[src/rtl/dcc_pkg.sv]
package dcc_pkg;

    typedef enum logic [1:0] {
        SEL_STATUS = 2'd0,
        SEL_RXDATA = 2'd1,
        SEL_TXDATA = 2'd2,
        SEL_SPARE  = 2'd3
    } dcc_sel_e;

    typedef enum logic {
        RX_EMPTY = 1'b0,
        RX_FULL  = 1'b1
    } rx_state_e;

    typedef enum logic {
        TX_EMPTY = 1'b0,
        TX_FULL  = 1'b1
    } tx_state_e;

    localparam int RXFULL_POS = 30;
    localparam int TXFULL_POS = 29;

endpackage

[src/rtl/dcc_rx_chan.sv]
module dcc_rx_chan
    import dcc_pkg::*;
#(
    parameter int DW = 32
) (
    input  logic          clk,
    input  logic          rst_n,
    input  logic          load,
    input  logic [DW-1:0] load_data,
    input  logic          take,
    output logic          full,
    output logic          can_load,
    output logic [DW-1:0] data
);

    rx_state_e state_q, state_d;

    always_ff @(posedge clk) begin
        if (!rst_n) state_q <= RX_EMPTY;
        else        state_q <= state_d;
    end

    always_comb begin
        state_d = state_q;
        unique case (state_q)
            RX_EMPTY: if (load)          state_d = RX_FULL;
            RX_FULL:  if (take && !load) state_d = RX_EMPTY;
        endcase
    end

    always_ff @(posedge clk) begin
        if (!rst_n)    data <= '0;
        else if (load) data <= load_data;
    end

    always_comb begin
        full     = (state_q == RX_FULL);
        can_load = (state_q == RX_EMPTY) || take;
    end

    // a core read with no concurrent load empties the channel
    a_r3_take_empties: assert property (@(posedge clk) disable iff (!rst_n)
        (full && take && !load) |=> !full);

    // an unconsumed word is never overwritten
    a_r4_hold_word: assert property (@(posedge clk) disable iff (!rst_n)
        (full && !take) |=> $stable(data));

endmodule

[src/rtl/dcc_tx_chan.sv]
module dcc_tx_chan
    import dcc_pkg::*;
#(
    parameter int DW = 32
) (
    input  logic          clk,
    input  logic          rst_n,
    input  logic          push,
    input  logic [DW-1:0] push_data,
    input  logic          drain,
    output logic          full,
    output logic [DW-1:0] data
);

    tx_state_e state_q, state_d;
    logic      accept;

    always_ff @(posedge clk) begin
        if (!rst_n) state_q <= TX_EMPTY;
        else        state_q <= state_d;
    end

    always_comb begin
        state_d = state_q;
        unique case (state_q)
            TX_EMPTY: if (push)  state_d = TX_FULL;
            TX_FULL:  if (drain) state_d = TX_EMPTY;
        endcase
    end

    always_comb begin
        full   = (state_q == TX_FULL);
        accept = (state_q == TX_EMPTY) && push;
    end

    always_ff @(posedge clk) begin
        if (!rst_n)      data <= '0;
        else if (accept) data <= push_data;
    end

    // a core write into a full channel leaves the word untouched
    a_r7_push_ignored: assert property (@(posedge clk) disable iff (!rst_n)
        (full && push) |=> $stable(data));

    // a core write into an empty channel fills it
    a_r6_push_fills: assert property (@(posedge clk) disable iff (!rst_n)
        (!full && push) |=> full);

endmodule

[src/rtl/dcc_dbg_port.sv]
module dcc_dbg_port
    import dcc_pkg::*;
#(
    parameter int DW = 32
) (
    input  logic          req,
    input  logic          write,
    input  logic [1:0]    sel,
    input  logic          rx_full,
    input  logic          rx_can_load,
    input  logic          tx_full,
    input  logic [DW-1:0] tx_data,
    output logic          ready,
    output logic          err,
    output logic [DW-1:0] rdata,
    output logic          rx_load,
    output logic          tx_drain
);

    logic [DW-1:0] status_word;

    always_comb begin
        status_word             = '0;
        status_word[RXFULL_POS] = rx_full;
        status_word[TXFULL_POS] = tx_full;
    end

    always_comb begin
        ready    = 1'b1;
        err      = 1'b0;
        rdata    = '0;
        rx_load  = 1'b0;
        tx_drain = 1'b0;
        unique case (dcc_sel_e'(sel))
            SEL_STATUS: begin
                if (write) err   = req;
                else       rdata = status_word;
            end
            SEL_RXDATA: begin
                if (write) begin
                    ready   = rx_can_load;
                    rx_load = req && rx_can_load;
                end else begin
                    err = req;
                end
            end
            SEL_TXDATA: begin
                if (!write && tx_full) begin
                    rdata    = tx_data;
                    tx_drain = req;
                end else begin
                    err = req;
                end
            end
            SEL_SPARE: err = req;
        endcase
    end

endmodule

[src/rtl/dcc_mailbox.sv]
module dcc_mailbox
    import dcc_pkg::*;
#(
    parameter int DW = 32
) (
    input  logic          clk,
    input  logic          rst_n,
    input  logic          dbg_req,
    input  logic          dbg_write,
    input  logic [1:0]    dbg_sel,
    input  logic [DW-1:0] dbg_wdata,
    output logic [DW-1:0] dbg_rdata,
    output logic          dbg_ready,
    output logic          dbg_err,
    input  logic          core_rx_rd,
    output logic [DW-1:0] core_rx_data,
    input  logic          core_tx_wr,
    input  logic [DW-1:0] core_tx_wdata,
    output logic          irq_rx,
    output logic          irq_tx
);

    logic          rx_full, rx_can_load, rx_load;
    logic          tx_full, tx_drain;
    logic [DW-1:0] tx_word;

    dcc_rx_chan #(.DW(DW)) u_rx (
        .clk       (clk),
        .rst_n     (rst_n),
        .load      (rx_load),
        .load_data (dbg_wdata),
        .take      (core_rx_rd),
        .full      (rx_full),
        .can_load  (rx_can_load),
        .data      (core_rx_data)
    );

    dcc_tx_chan #(.DW(DW)) u_tx (
        .clk       (clk),
        .rst_n     (rst_n),
        .push      (core_tx_wr),
        .push_data (core_tx_wdata),
        .drain     (tx_drain),
        .full      (tx_full),
        .data      (tx_word)
    );

    dcc_dbg_port #(.DW(DW)) u_port (
        .req         (dbg_req),
        .write       (dbg_write),
        .sel         (dbg_sel),
        .rx_full     (rx_full),
        .rx_can_load (rx_can_load),
        .tx_full     (tx_full),
        .tx_data     (tx_word),
        .ready       (dbg_ready),
        .err         (dbg_err),
        .rdata       (dbg_rdata),
        .rx_load     (rx_load),
        .tx_drain    (tx_drain)
    );

    assign irq_rx = rx_full;
    assign irq_tx = !tx_full;

    // an accepted receive write is visible to the core next cycle
    a_r2_load_visible: assert property (@(posedge clk) disable iff (!rst_n)
        (dbg_req && dbg_write && dbg_sel == 2'd1 && dbg_ready)
        |=> (irq_rx && core_rx_data == $past(dbg_wdata)));

    // a receive write into a full channel stalls unless the core reads
    a_r4_stall_full: assert property (@(posedge clk) disable iff (!rst_n)
        (dbg_req && dbg_write && dbg_sel == 2'd1 && irq_rx && !core_rx_rd)
        |-> !dbg_ready);

    // draining a full transmit channel frees it for the core
    a_r8_drain_frees: assert property (@(posedge clk) disable iff (!rst_n)
        (dbg_req && !dbg_write && dbg_sel == 2'd2 && !irq_tx)
        |=> irq_tx);

    // reading an empty transmit channel answers with an error at once
    a_r9_empty_err: assert property (@(posedge clk) disable iff (!rst_n)
        (dbg_req && !dbg_write && dbg_sel == 2'd2 && irq_tx)
        |-> (dbg_ready && dbg_err && dbg_rdata == '0));

    // a select-3 access never moves either channel
    a_r11_spare_inert: assert property (@(posedge clk) disable iff (!rst_n)
        (dbg_req && dbg_sel == 2'd3 && !core_rx_rd && !core_tx_wr)
        |=> ($stable(irq_rx) && $stable(irq_tx)));

endmodule

[config.mk]
export PLATFORM = sky130hd
export DESIGN_NAME = dcc_mailbox
export DESIGN_NICKNAME = d
export VERILOG_FILES = /design/src/rtl/dcc_pkg.sv /design/src/rtl/dcc_rx_chan.sv /design/src/rtl/dcc_tx_chan.sv /design/src/rtl/dcc_dbg_port.sv /design/src/rtl/dcc_mailbox.sv
export SDC_FILE = /design/constraint.sdc
export NUM_CORES = 1
export LEC_CHECK = 0
export ABC_AREA = 1
export CAP_MARGIN = 20
export CORE_MARGIN = 4
export CORE_UTILIZATION = 35
export DETAILED_ROUTE_END_ITERATION = 12
export DONT_BUFFER_PORTS = 1
export PLACE_DENSITY = 0.54
export SYNTH_ARGS = -nofsm -noshare
export SYNTH_HDL_FRONTEND = slang
export SYNTH_SLANG_ARGS = --single-unit
[constraint.sdc]
create_clock -name clk -period 2.2 [get_ports clk]
set_clock_uncertainty 0.15 [all_clocks]
set_input_delay 0.55 -clock clk [delete_from_list [all_inputs] [get_ports clk]]
set_output_delay 0.55 -clock clk [all_outputs]
set_load 0.005 [all_outputs]
==> metrics.txt <==
# TYPE chip_impl_metric gauge
chip_impl_metric{name="total_area_of_sequential_cells",unit="um^2"} 1321
chip_impl_metric{name="timing.critical_path.buf_inv",unit=""} 1
chip_impl_metric{name="dp_hpwl",unit="um"} 5012
chip_impl_metric{name="grt_use_met3",unit=""} 0.06267
chip_impl_info{name="critical_path.slowest_cell",value="sky130_fd_sc_hd__dfxtp_1"} 1
chip_impl_metric{name="grt_met2_usage",unit=""} 0.2364
chip_impl_metric{name="detail_route.first_pass.iterations",unit=""} 4
chip_impl_metric{name="final_layout_size_suffix_gt1_frac",unit=""} 0.06598
chip_impl_metric{name="timing_worst_slew_pin_value",unit="ns"} 0.3459
chip_impl_metric{name="routedWlPerCell",unit="um"} 12.23
chip_impl_metric{name="antenna_violating_nets_post_route",unit=""} 0
chip_impl_metric{name="data_required_time_at_the_worst_endpoint",unit="ns"} 1.50
chip_impl_metric{name="synth.yosys.seq_area_share",unit=""} 0.4301
chip_impl_info{name="critical_path.cell_chain",value="nand3_2 -> inv_2 -> nand2_2 -> nor2_1"} 1
chip_impl_metric{name="gp_routability_congestion",unit=""} 0.7614
chip_impl_metric{name="gr-total-overflow",unit=""} 0
chip_impl_metric{name="die_h",unit="um"} 101.7
chip_impl_metric{name="cts_hold_buf",unit=""} 0
chip_impl_metric{name="cts_repair_resize_count",unit=""} 0
chip_impl_metric{name="setup_tns_final",unit="ns"} 0
chip_impl_metric{name="timing.final.crit_period",unit="ns"} 1.968
chip_impl_metric{name="cts.htree.levels",unit=""} 3
chip_impl_metric{name="power.static_leakage",unit="nW"} 1.588
chip_impl_metric{name="grt.total_usage",unit=""} 0.1432
chip_impl_metric{name="core_area",unit="um^2"} 8382
chip_impl_info{name="cpLargestDelayFamily",value="simple AND/OR/NAND/NOR gates"} 1
chip_impl_metric{name="fillers",unit=""} 957
chip_impl_metric{name="antenna-diode-count",unit=""} 0
chip_impl_metric{name="clock_net_sink_count",unit=""} 66
chip_impl_metric{name="grt_pass1_wl",unit="um"} 11890
chip_impl_metric{name="synth-seq-cells",unit=""} 66
chip_impl_metric{name="mappedNetlistArea",unit="um^2"} 3072
chip_impl_metric{name="route.detailed.drc",unit=""} 0
chip_impl_metric{name="max_capacitance_violation_count",unit=""} 0
chip_impl_metric{name="max_fo_critical_path",unit=""} 15
chip_impl_metric{name="clk_transition_reported_paths",unit="ns"} 0.08
chip_impl_metric{name="worst_path_largest_cell_delay",unit="ns"} 0.37
chip_impl_metric{name="worst_skew_pair.late_latency",unit="ns"} 0.32
chip_impl_metric{name="pin_count",unit=""} 140
chip_impl_metric{name="number_of_antenna_violations_at_the_first_check_in_global_routing",unit=""} 0
chip_impl_metric{name="area_of_the_multi_input_gates",unit="um^2"} 1179
chip_impl_info{name="status",value="finished, final reports clean"} 1
chip_impl_metric{name="clock.fmax",unit="GHz"} 0.5082
chip_impl_metric{name="totalPowerFinal",unit="mW"} 2.404
chip_impl_metric{name="slew-limit-headroom",unit=""} 0.7694
chip_impl_metric{name="gate_count_of_the_mapped_netlist",unit=""} 490
chip_impl_info{name="timing_worst_setup_path_type",value="register to output port"} 1
chip_impl_metric{name="rows",unit=""} 33
chip_impl_metric{name="cts_setup_buffers",unit=""} 0
chip_impl_info{name="crit_path_end_kind",value="output port"} 1
chip_impl_metric{name="synth.lib_cells_used.distinct",unit=""} 18
chip_impl_metric{name="totalWireLength",unit="um"} 7217
chip_impl_metric{name="via_count_of_the_first_global_routing_pass",unit=""} 2625
chip_impl_info{name="worstHoldPathType",value="input port to register"} 1
chip_impl_metric{name="yosys_warnings",unit=""} 0
chip_impl_metric{name="drt_iter0_drc",unit=""} 76
chip_impl_metric{name="place.port_buffers",unit=""} 0
chip_impl_metric{name="floorplan.die.width",unit="um"} 101.7
chip_impl_metric{name="irDropWorstVdd",unit="uV"} 381.4
chip_impl_metric{name="number_of_buffers_created_by_cts",unit=""} 9
chip_impl_info{name="cts_tree",value="built"} 1
chip_impl_metric{name="fp.dieArea",unit="um^2"} 10340
chip_impl_metric{name="cts_max_path_buffers",unit=""} 2
chip_impl_metric{name="postSynthNetCount",unit=""} 562
chip_impl_metric{name="number_of_pins_exceeding_their_max_slew_limit_in_the_final_report",unit=""} 0
chip_impl_metric{name="synth_area_per_cell",unit="um^2"} 6.269
chip_impl_metric{name="timing.critical_path.arrival",unit="ns"} 1.27
chip_impl_metric{name="final_setup_violating_endpoints",unit=""} 0
chip_impl_info{name="rsz0062_at_grt",value="no"} 1
chip_impl_info{name="timing.critical_path.from_type",value="register"} 1
chip_impl_metric{name="num_vias",unit=""} 2685
chip_impl_metric{name="groute.layer.met1.usage",unit=""} 0.1695
chip_impl_metric{name="hold_viol",unit=""} 0
chip_impl_metric{name="growth_of_design_area_from_synthesis_to_finish",unit="%"} 7.087
chip_impl_info{name="clock-root-buffer",value="sky130_fd_sc_hd__clkbuf_8"} 1
chip_impl_metric{name="maximum_number_of_pins_on_one_net_before_global_route_repair",unit=""} 66
chip_impl_metric{name="initial_utilization",unit=""} 0.3665
chip_impl_info{name="grt_busiest_layer",value="met2"} 1
chip_impl_metric{name="mean_number_of_vias_per_cell",unit=""} 4.551
chip_impl_metric{name="layout.nets",unit=""} 552
chip_impl_metric{name="cellPowerDensity",unit="nW/um^2"} 730.8
chip_impl_metric{name="timing.final.crit_share",unit=""} 0.8944
## synth_stat cells
cell type / number / share of area
sky130_fd_sc_hd__a21oi_1: 17 / 0.028
sky130_fd_sc_hd__inv_1: 114 / 0.14
sky130_fd_sc_hd__buf_4: 2 / 0.0049
sky130_fd_sc_hd__nand3_1: 35 / 0.057
sky130_fd_sc_hd__buf_1: 4 / 0.0049
sky130_fd_sc_hd__nor2_1: 99 / 0.12
sky130_fd_sc_hd__inv_2: 5 / 0.0061
sky130_fd_sc_hd__nand2_2: 2 / 0.0041
sky130_fd_sc_hd__o21ai_0: 33 / 0.054
sky130_fd_sc_hd__nand3_2: 2 / 0.0065
sky130_fd_sc_hd__buf_2: 13 / 0.021
sky130_fd_sc_hd__clkinv_1: 1 / 0.0012
sky130_fd_sc_hd__nand4_1: 1 / 0.0020
sky130_fd_sc_hd__clkbuf_1: 7 / 0.0086
sky130_fd_sc_hd__nand2_1: 86 / 0.11
sky130_fd_sc_hd__nor2_2: 2 / 0.0041
sky130_fd_sc_hd__o211ai_1: 1 / 0.0024
sky130_fd_sc_hd__dfxtp_1: 66 / 0.43
## report_power, final
group | internal (mW) | switching, mW
Combinational | 0.0801 | 0.140
Sequential | 1.27 | 0.0367
Clock | 0.404 | 0.476
Total | 1.75 | 0.653
## metrics by stage
stage | setup slack (ns) | hold WS (ns) | cells | cell area (um^2) | utilization
2_1_floorplan | 0.3179 | 0.2795 | 490 | 3072 | -
3_3_place_gp | 0.3560 | 0.2881 | 574 | 3119 | 0.3721
3_5_place_dp | 0.3045 | 0.2926 | 574 | 3119 | 0.3721
4_1_cts | 0.1728 | 0.1599 | 590 | 3289 | 0.3924
5_1_grt | 0.06132 | 0.1645 | 590 | 3289 | 0.3924
6_report | 0.2323 | 0.1953 | 590 | 3289 | 0.3924
## cells by family after synthesis
family          after synthesis  share of synthesized area
simple gates                227                     0.2998
compound gates               51                    0.08391
buf+inv                     146                     0.1861
flops                        66                     0.4301
## flip-flops by register name, indices dropped and copies added (netlist names)
signal,count
u_rx.data,32
u_tx.data,32
u_tx.full,1
u_rx.full,1
## per-layer routing
| metal | vias up | routed length (um) |
|---|---|---|
| li1 | 1404 | - |
| met1 | 1172 | 3161 |
| met2 | 103 | 3224 |
| met3 | 6 | 759 |
| met4 | 0 | 72 |
| met5 | - | 0 |
## cells in the final DEF, fill, tap and decap left out, drive strengths merged
master	Yosys	layout
a21oi	17	17
buf	19	5
clkbuf	7	9
clkinv	1	5
clkinvlp	0	3
dfxtp	66	66
inv	119	119
nand2	88	88
nand3	37	37
nand4	1	1
nor2	101	101
o211ai	1	1
o21ai	33	33
## path summary, 6_finish.rpt
path,to,cells past startpoint,from,slack [ns]
hold / removal,u_tx.data[26],2,rst_n,0.20
hold reg to reg,u_tx.data[28],2,u_tx.data[28],0.31
setup reg to reg,u_tx.data[16],5,u_tx.full,0.65
setup / recovery,dbg_rdata[16],4,u_tx.full,0.23
## layout make-up
type                    instances  area share
clock buffers                   9     0.03766
clock inverters                 7     0.01407
inverters                     120      0.1369
multi-input cells             278      0.3583
flip-flops and latches         66      0.4017
well taps                     105     0.03994
repair buffers                  5     0.01141
(Power assumes the default switching activity.)
